**src/rtl/fcd_pkg.sv**
```systemverilog
package fcd_pkg;

    typedef enum logic [1:0] {
        ENG_IDLE  = 2'b00,
        ENG_PROG  = 2'b01,
        ENG_ERASE = 2'b10,
        ENG_SUSP  = 2'b11
    } eng_state_e;

    typedef enum logic [2:0] {
        SQ_READ,
        SQ_UNL1,
        SQ_UNL2,
        SQ_PGM_ARM,
        SQ_ERS_ARM,
        SQ_ERS_UNL1,
        SQ_ERS_UNL2
    } seq_state_e;

    localparam logic [7:0] BYTE_UNLK_A  = 8'hAA;
    localparam logic [7:0] BYTE_UNLK_B  = 8'h55;
    localparam logic [7:0] BYTE_PGM     = 8'hA0;
    localparam logic [7:0] BYTE_ERS_SET = 8'h80;
    localparam logic [7:0] BYTE_CHIP    = 8'h10;
    localparam logic [7:0] BYTE_SECT    = 8'h30;
    localparam logic [7:0] BYTE_IDENT   = 8'h90;
    localparam logic [7:0] BYTE_RST     = 8'hF0;
    localparam logic [7:0] BYTE_SUSP    = 8'hB0;
    localparam logic [7:0] BYTE_RESUME  = 8'h30;

    localparam int unsigned PAT_A = 32'h555;
    localparam int unsigned PAT_B = 32'h2AA;

endpackage

```
**src/rtl/fcd_wr_capture.sv**
```systemverilog
module fcd_wr_capture #(
    parameter int ADDR_W      = 17,
    parameter int DATA_W      = 8,
    parameter int SYNC_STAGES = 2
) (
    input  logic              clk,
    input  logic              rst_n,
    input  logic              ce_n,
    input  logic              we_n,
    input  logic [ADDR_W-1:0] addr,
    input  logic [DATA_W-1:0] wdata,
    output logic              wr_stb,
    output logic [ADDR_W-1:0] wr_addr,
    output logic [DATA_W-1:0] wr_data
);

    logic [SYNC_STAGES-1:0] sync_q;
    logic                   we_d;
    logic                   armed;
    logic                   we_s;
    logic                   fall_q;
    logic                   rise_q;

    generate
        if (SYNC_STAGES == 1) begin : g_one
            always_ff @(posedge clk or negedge rst_n) begin
                if (!rst_n) sync_q <= '1;
                else        sync_q <= we_n;
            end
        end else begin : g_chain
            always_ff @(posedge clk or negedge rst_n) begin
                if (!rst_n) sync_q <= '1;
                else        sync_q <= {sync_q[SYNC_STAGES-2:0], we_n};
            end
        end
    endgenerate

    assign we_s   = sync_q[SYNC_STAGES-1];
    assign fall_q = we_d & ~we_s & ~ce_n;
    assign rise_q = ~we_d & we_s & ~ce_n & armed;

    always_ff @(posedge clk or negedge rst_n) begin
        if (!rst_n) begin
            we_d    <= 1'b1;
            armed   <= 1'b0;
            wr_stb  <= 1'b0;
            wr_addr <= '0;
            wr_data <= '0;
        end else begin
            we_d   <= we_s;
            wr_stb <= rise_q;
            if (fall_q) begin
                wr_addr <= addr;
                armed   <= 1'b1;
            end
            if (rise_q) begin
                wr_data <= wdata;
                armed   <= 1'b0;
            end
        end
    end


    stb_ce_chk: assert property (@(posedge clk) disable iff (!rst_n)
        wr_stb |-> !$past(ce_n));

endmodule

```
**src/rtl/fcd_seq_fsm.sv**
```systemverilog
module fcd_seq_fsm
    import fcd_pkg::*;
#(
    parameter int ADDR_W = 17,
    parameter int DATA_W = 8,
    parameter int CMP_W  = 11
) (
    input  logic              clk,
    input  logic              rst_n,
    input  logic              wr_stb,
    input  logic [ADDR_W-1:0] wr_addr,
    input  logic [DATA_W-1:0] wr_data,
    input  eng_state_e        eng,
    output logic              req_prog,
    output logic              req_chip_erase,
    output logic              req_sect_erase,
    output logic              req_suspend,
    output logic              req_resume,
    output logic [ADDR_W-1:0] req_addr,
    output logic [DATA_W-1:0] req_data,
    output logic              ident_mode
);

    localparam logic [CMP_W-1:0] ADR_A = CMP_W'(PAT_A);
    localparam logic [CMP_W-1:0] ADR_B = CMP_W'(PAT_B);

    seq_state_e state, nxt_state;
    logic       nxt_ident;
    logic       p_prog, p_chip, p_sect, p_susp, p_res;
    logic       at_a, at_b;

    assign at_a = (wr_addr[CMP_W-1:0] == ADR_A);
    assign at_b = (wr_addr[CMP_W-1:0] == ADR_B);

    always_comb begin
        nxt_state = state;
        nxt_ident = ident_mode;
        p_prog = 1'b0;
        p_chip = 1'b0;
        p_sect = 1'b0;
        p_susp = 1'b0;
        p_res  = 1'b0;
        if (wr_stb) begin
            unique case (eng)
                ENG_PROG: begin
                end
                ENG_ERASE: begin
                    if (wr_data == BYTE_SUSP) p_susp = 1'b1;
                end
                ENG_IDLE, ENG_SUSP: begin
                    if (state != SQ_PGM_ARM && wr_data == BYTE_RST) begin
                        nxt_state = SQ_READ;
                        nxt_ident = 1'b0;
                    end else begin
                        nxt_state = SQ_READ;
                        unique case (state)
                            SQ_READ: begin
                                if (at_a && wr_data == BYTE_UNLK_A)
                                    nxt_state = SQ_UNL1;
                                else if (eng == ENG_SUSP && wr_data == BYTE_RESUME)
                                    p_res = 1'b1;
                                else
                                    nxt_ident = 1'b0;
                            end
                            SQ_UNL1: begin
                                if (at_b && wr_data == BYTE_UNLK_B) nxt_state = SQ_UNL2;
                                else                                nxt_ident = 1'b0;
                            end
                            SQ_UNL2: begin
                                if (at_a && wr_data == BYTE_PGM)
                                    nxt_state = SQ_PGM_ARM;
                                else if (at_a && wr_data == BYTE_ERS_SET)
                                    nxt_state = SQ_ERS_ARM;
                                else if (at_a && wr_data == BYTE_IDENT)
                                    nxt_ident = 1'b1;
                                else
                                    nxt_ident = 1'b0;
                            end
                            SQ_PGM_ARM: begin
                                p_prog    = 1'b1;
                                nxt_ident = 1'b0;
                            end
                            SQ_ERS_ARM: begin
                                if (at_a && wr_data == BYTE_UNLK_A) nxt_state = SQ_ERS_UNL1;
                                else                                nxt_ident = 1'b0;
                            end
                            SQ_ERS_UNL1: begin
                                if (at_b && wr_data == BYTE_UNLK_B) nxt_state = SQ_ERS_UNL2;
                                else                                nxt_ident = 1'b0;
                            end
                            SQ_ERS_UNL2: begin
                                nxt_ident = 1'b0;
                                if (eng == ENG_IDLE) begin
                                    if (at_a && wr_data == BYTE_CHIP) p_chip = 1'b1;
                                    else if (wr_data == BYTE_SECT)    p_sect = 1'b1;
                                end
                            end
                            default: nxt_ident = 1'b0;
                        endcase
                    end
                end
                default: begin
                end
            endcase
        end
    end

    always_ff @(posedge clk or negedge rst_n) begin
        if (!rst_n) begin
            state      <= SQ_READ;
            ident_mode <= 1'b0;
        end else begin
            state      <= nxt_state;
            ident_mode <= nxt_ident;
        end
    end

    always_ff @(posedge clk or negedge rst_n) begin
        if (!rst_n) begin
            req_prog       <= 1'b0;
            req_chip_erase <= 1'b0;
            req_sect_erase <= 1'b0;
            req_suspend    <= 1'b0;
            req_resume     <= 1'b0;
            req_addr       <= '0;
            req_data       <= '0;
        end else begin
            req_prog       <= p_prog;
            req_chip_erase <= p_chip;
            req_sect_erase <= p_sect;
            req_suspend    <= p_susp;
            req_resume     <= p_res;
            if (p_prog | p_chip | p_sect | p_susp | p_res) begin
                req_addr <= wr_addr;
                req_data <= wr_data;
            end
        end
    end


    req_onehot_chk: assert property (@(posedge clk) disable iff (!rst_n)
        $onehot0({req_prog, req_chip_erase, req_sect_erase, req_suspend, req_resume}));


    prog_pulse_chk: assert property (@(posedge clk) disable iff (!rst_n)
        req_prog |=> !req_prog);


    prog_busy_quiet_chk: assert property (@(posedge clk) disable iff (!rst_n)
        (wr_stb && eng == ENG_PROG) |=>
        !(req_prog || req_chip_erase || req_sect_erase || req_suspend || req_resume));


    prog_busy_hold_chk: assert property (@(posedge clk) disable iff (!rst_n)
        (eng == ENG_PROG) |=> $stable(state) && $stable(ident_mode));


    erase_only_susp_chk: assert property (@(posedge clk) disable iff (!rst_n)
        (wr_stb && eng == ENG_ERASE) |=>
        !(req_prog || req_chip_erase || req_sect_erase || req_resume));


    resume_susp_chk: assert property (@(posedge clk) disable iff (!rst_n)
        req_resume |-> $past(eng) == ENG_SUSP);


    susp_no_erase_chk: assert property (@(posedge clk) disable iff (!rst_n)
        (wr_stb && eng == ENG_SUSP) |=> !(req_chip_erase || req_sect_erase));


    arm_entry_chk: assert property (@(posedge clk) disable iff (!rst_n)
        (state == SQ_PGM_ARM && $past(state) != SQ_PGM_ARM) |-> $past(state) == SQ_UNL2);

endmodule

```
**src/rtl/fcd_rd_mux.sv**
```systemverilog
module fcd_rd_mux #(
    parameter int         DATA_W   = 8,
    parameter logic [7:0] MFR_CODE = 8'hC2,
    parameter logic [7:0] DEV_CODE = 8'h18
) (
    input  logic              ident_mode,
    input  logic [7:0]        rd_addr_lo,
    input  logic [DATA_W-1:0] array_rdata,
    input  logic              protect_flag,
    output logic [DATA_W-1:0] rdata
);

    always_comb begin
        if (!ident_mode) begin
            rdata = array_rdata;
        end else if (rd_addr_lo[1:0] == 2'b00) begin
            rdata = DATA_W'(MFR_CODE);
        end else if (rd_addr_lo[1:0] == 2'b01) begin
            rdata = DATA_W'(DEV_CODE);
        end else if (rd_addr_lo == 8'h02) begin
            rdata = DATA_W'(protect_flag);
        end else begin
            rdata = '0;
        end
    end


    always_comb begin
        if (!ident_mode) array_pass_chk: assert (rdata == array_rdata);
    end

endmodule

```
**src/rtl/flash_cmd_decoder.sv**
```systemverilog
module flash_cmd_decoder
    import fcd_pkg::*;
#(
    parameter int         ADDR_W      = 17,
    parameter int         DATA_W      = 8,
    parameter int         CMP_W       = 11,
    parameter int         SYNC_STAGES = 2,
    parameter logic [7:0] MFR_CODE    = 8'hC2,
    parameter logic [7:0] DEV_CODE    = 8'h18
) (
    input  logic              clk,
    input  logic              rst_n,
    input  logic              ce_n,
    input  logic              we_n,
    input  logic [ADDR_W-1:0] addr,
    input  logic [DATA_W-1:0] wdata,
    input  logic [1:0]        eng_state,
    input  logic [DATA_W-1:0] array_rdata,
    input  logic              protect_flag,
    output logic              req_prog,
    output logic              req_chip_erase,
    output logic              req_sect_erase,
    output logic              req_suspend,
    output logic              req_resume,
    output logic [ADDR_W-1:0] req_addr,
    output logic [DATA_W-1:0] req_data,
    output logic [DATA_W-1:0] rdata
);

    logic              wr_stb;
    logic [ADDR_W-1:0] wr_addr;
    logic [DATA_W-1:0] wr_data;
    logic              ident_mode;
    eng_state_e        eng;

    assign eng = eng_state_e'(eng_state);

    fcd_wr_capture #(
        .ADDR_W(ADDR_W), .DATA_W(DATA_W), .SYNC_STAGES(SYNC_STAGES)
    ) u_cap (
        .clk(clk), .rst_n(rst_n), .ce_n(ce_n), .we_n(we_n),
        .addr(addr), .wdata(wdata),
        .wr_stb(wr_stb), .wr_addr(wr_addr), .wr_data(wr_data)
    );

    fcd_seq_fsm #(
        .ADDR_W(ADDR_W), .DATA_W(DATA_W), .CMP_W(CMP_W)
    ) u_fsm (
        .clk(clk), .rst_n(rst_n),
        .wr_stb(wr_stb), .wr_addr(wr_addr), .wr_data(wr_data), .eng(eng),
        .req_prog(req_prog), .req_chip_erase(req_chip_erase),
        .req_sect_erase(req_sect_erase), .req_suspend(req_suspend),
        .req_resume(req_resume), .req_addr(req_addr), .req_data(req_data),
        .ident_mode(ident_mode)
    );

    fcd_rd_mux #(
        .DATA_W(DATA_W), .MFR_CODE(MFR_CODE), .DEV_CODE(DEV_CODE)
    ) u_mux (
        .ident_mode(ident_mode), .rd_addr_lo(addr[7:0]),
        .array_rdata(array_rdata), .protect_flag(protect_flag), .rdata(rdata)
    );

endmodule

```
**config.mk**
```make
export PLATFORM = sky130hd
export DESIGN_NAME = flash_cmd_decoder
export DESIGN_NICKNAME = d
export VERILOG_FILES = /design/src/rtl/fcd_pkg.sv /design/src/rtl/fcd_wr_capture.sv /design/src/rtl/fcd_seq_fsm.sv /design/src/rtl/fcd_rd_mux.sv /design/src/rtl/flash_cmd_decoder.sv
export SDC_FILE = /design/constraint.sdc
export NUM_CORES = 1
export LEC_CHECK = 0
export BUFFER_PORTS_ARGS = -buffer_cell sky130_fd_sc_hd__buf_2
export CAP_MARGIN = 25
export CORE_MARGIN = 3
export CORE_UTILIZATION = 35
export CTS_BUF_LIST = sky130_fd_sc_hd__clkbuf_16
export DETAILED_ROUTE_END_ITERATION = 16
export PLACE_DENSITY = 0.61
export REMOVE_ABC_BUFFERS = 1
export SYNTH_ARGS = -nofsm -noshare
export SYNTH_HDL_FRONTEND = slang
export SYNTH_SLANG_ARGS = --single-unit
```
**constraint.sdc**
```tcl
create_clock -name clk -period 6.3 [get_ports clk]
set_clock_uncertainty 0.05 [all_clocks]
set_input_delay 1.89 -clock clk [delete_from_list [all_inputs] [get_ports clk]]
set_output_delay 1.89 -clock clk [all_outputs]
set_load 0.05 [all_outputs]
```
==> reports/results.ini <==
[power]
powerDensity_nw_per_um2 = 313
ir_drop_mv = 0.173
p_leak_nw = 1.89

[logic_synthesis]
synth_mux_area_share_pct = 19.4
syn_area_um2 = 2920
synth_compound_area_share_pct = 6.94
synth_top_cell_area_share_pct = 52.3
synth_area_leaders = dfrtp_1, mux2_2, mux2_4
postSynth.asyncResetShare_pct = 100
yosys.area_share.adder_pct = 1.29
synthMostInstantiatedCell = dfrtp_1
synthSimpleGateAreaFrac_pct = 14.4
ys_seq_area_share_pct = 55.0
ys_seq_elements = 64
avgSynthCellArea_um2 = 13.7
ys_types = 47
yosysTopAreaCell = dfrtp_1
synth_edf_count = 0
synth_top_family_by_area = multiplexers
synthFlopType = dfrtp_1
synth_common_cells = dfrtp_1, mux2_2, mux2_4
synthCells = 213
yosysWarningCount = 0
synth_xor_xnor_area_share_pct = 0

[cts]
post-cts-setup-buffer-count = 0
h-tree-depth = 3
cts_hold_buf = 0
cts.sinks = 64
clkTransAtPathRegs_ps = 50
cts_tree = yes
clock_latency_ps = 320
cts_resized = 0
cts-buffers-inserted = 9
cts_buffer_depth = 2
root_buffer = clkbuf_16

[timing]
finalCritPeriodShare_pct = 85.2
final.min_clock_period_ps = 5370
slew_headroom_pct = 43.5
drv_slew = 0
worstMarginPinSlew_ps = 847
hold_violations = 0
rsz0062_at_grt = no
holdWs_ps = 304
finalSetupViolCount = 0
fmax_mhz = 186
fin_setup_tns_ps = 0

[floorplanning]
die_h_um = 97.3
coreArea_um2 = 7930
pin_count = 78
dieArea_um2 = 9480
row_count = 32
die_x_um = 97.3
initial_core_util_pct = 36.8

[critical_path]
crit_start = addr[7]
worst_ep_arrival_time_ps = 3430
crit_chain = buf_2 > or4_1 > or4_1 > o21ai_0 > buf_2
critPathMaxStageDelay_ps = 570
cpMaxStageDelayCell = or4_1
start_kind = input pin
cp_max_fo = 2
criticalPathCategory = input pin to primary output
cp_num_buf_inv = 2
timing.rr.start = u_cap.wr_data[4]
cp_data_required_time_ps = 4360
r2r_slack_ps = 3910
crit_path_end_kind = primary output
cp_top_family = simple AND/OR/NAND/NOR gates

[routing]
routed_wl_um = 6080
postRouteAntennaNets = 0
drtPass1Iterations = 4
vias_per_cell = 5.00
via_count = 2023
drc = 0
first_iter_violations = 94
wl_per_cell_um = 15.0

[finish]
fillers = 737
final_area_um2 = 3700
nets = 341
fin_util_pct = 46.7
ff_latch_area_um2 = 1610
layout-drive-gt1-share_pct = 52.5
antennaDiodeCount = 0
area_delta_synth_final_pct = 26.8
multi_input_area_um2 = 1230

[status]
status = complete, no violations

[global_route]
grt_pass1_wl_um = 10100
grt_usage_pct = 13.3
grt_pass1_vias = 1980
grt_use_met1_pct = 19.2
met2_usage_pct = 19.0
grt_overflow = 0
grt_use_met3_pct = 5.31
grt_busiest_layer = met1
antenna_found_initial = 0
grt_max_degree = 65

[hold_path]
hold_path.class = flip-flop to flip-flop
hold_start = u_cap.sync_q[0]

[place]
gp_congestion = 0.821
port_buffers = 77
dp_hpwl_um = 4370
place_area_um2 = 3420

[job]
maxCapViolCount = 0

==> final cells by class <==
class / count / area share, %
flip-flops and latches: 64 / 43.3
multi-input cells: 132 / 33.3
repair buffers: 80 / 11.0
clock buffers: 9 / 6.08
well taps: 102 / 3.45
clock inverters: 7 / 1.69
inverters: 11 / 1.11
==> cell families (layout without fill, tap and decap cells) <==
family          count (synthesis)  count (layout)
flops                          64              64
simple gates                   57              57
mux                            45              45
compound gates                 27              27
buf+inv                        17             107
fa+ha+maj                       3               3
==> report_power, final <==
group | total, mW | switching (mW) | internal [mW]
Clock | 0.472 | 0.171 | 0.301
Combinational | 0.184 | 0.110 | 0.0731
Sequential | 0.505 | 0.0511 | 0.454
==> routing by layer <==
metal,wire length (um),vias up
met4,26,0
met5,0,-
met3,390,2
li1,-,953
met2,2660,65
met1,3000,1003
==> sequential cells by signal, indices dropped and copies added (netlist names) <==
name and flops:
u_fsm.req_data 8, u_fsm.req_resume 1, u_cap.we_d 1, u_cap.wr_addr 17, u_fsm.req_prog 1, u_cap.wr_stb 1, u_cap.wr_data 8, u_fsm.state 3
u_fsm.req_suspend 1, u_fsm.req_chip_erase 1, u_cap.armed 1, u_fsm.ident_mode 1, u_cap.sync_q 2, u_fsm.req_addr 17, u_fsm.req_sect_erase 1
==> cell usage in the layout, fill, tap and decap left out, drive strengths merged, types with 3 or more instances in the layout <==
| cell type | synthesis | layout |
|---|---|---|
| buf | 3 | 80 |
| dfrtp | 61 | 61 |
| mux2 | 45 | 45 |
| o21ai | 12 | 12 |
| inv | 11 | 11 |
| clkbuf | 3 | 9 |
| nor2 | 6 | 6 |
| nand2 | 6 | 6 |
| nor2b | 6 | 6 |
| nand3b | 5 | 5 |
| a22o | 5 | 5 |
| nor3 | 5 | 5 |
| nand4 | 4 | 4 |
| clkinv | 0 | 4 |
| and3 | 3 | 3 |
| ha | 3 | 3 |
| dfstp | 3 | 3 |
==> final timing paths <==
check	cells after the start	end
setup / recovery	5	rdata[0]
max in group asynchronous	2	u_cap.wr_data[1]
hold / removal	0	u_cap.sync_q[1]
min in group asynchronous	2	u_cap.wr_addr[12]
hold reg to reg	0	u_cap.sync_q[1]
setup reg to reg	6	u_fsm.req_addr[15]
==> stage by stage <==
| stage | power [mW] | instances | setup slack [ps] |
|---|---|---|---|
| detailed placement | 0.696 | 389 | 941 |
| floorplan | 0.632 | 207 | 986 |
| global route | 1.21 | 405 | 900 |
| CTS | 1.17 | 405 | 935 |
| global placement | 0.692 | 389 | 933 |
| finish | 1.16 | 405 | 932 |
Note: power is estimated with default switching activity, not from simulation.
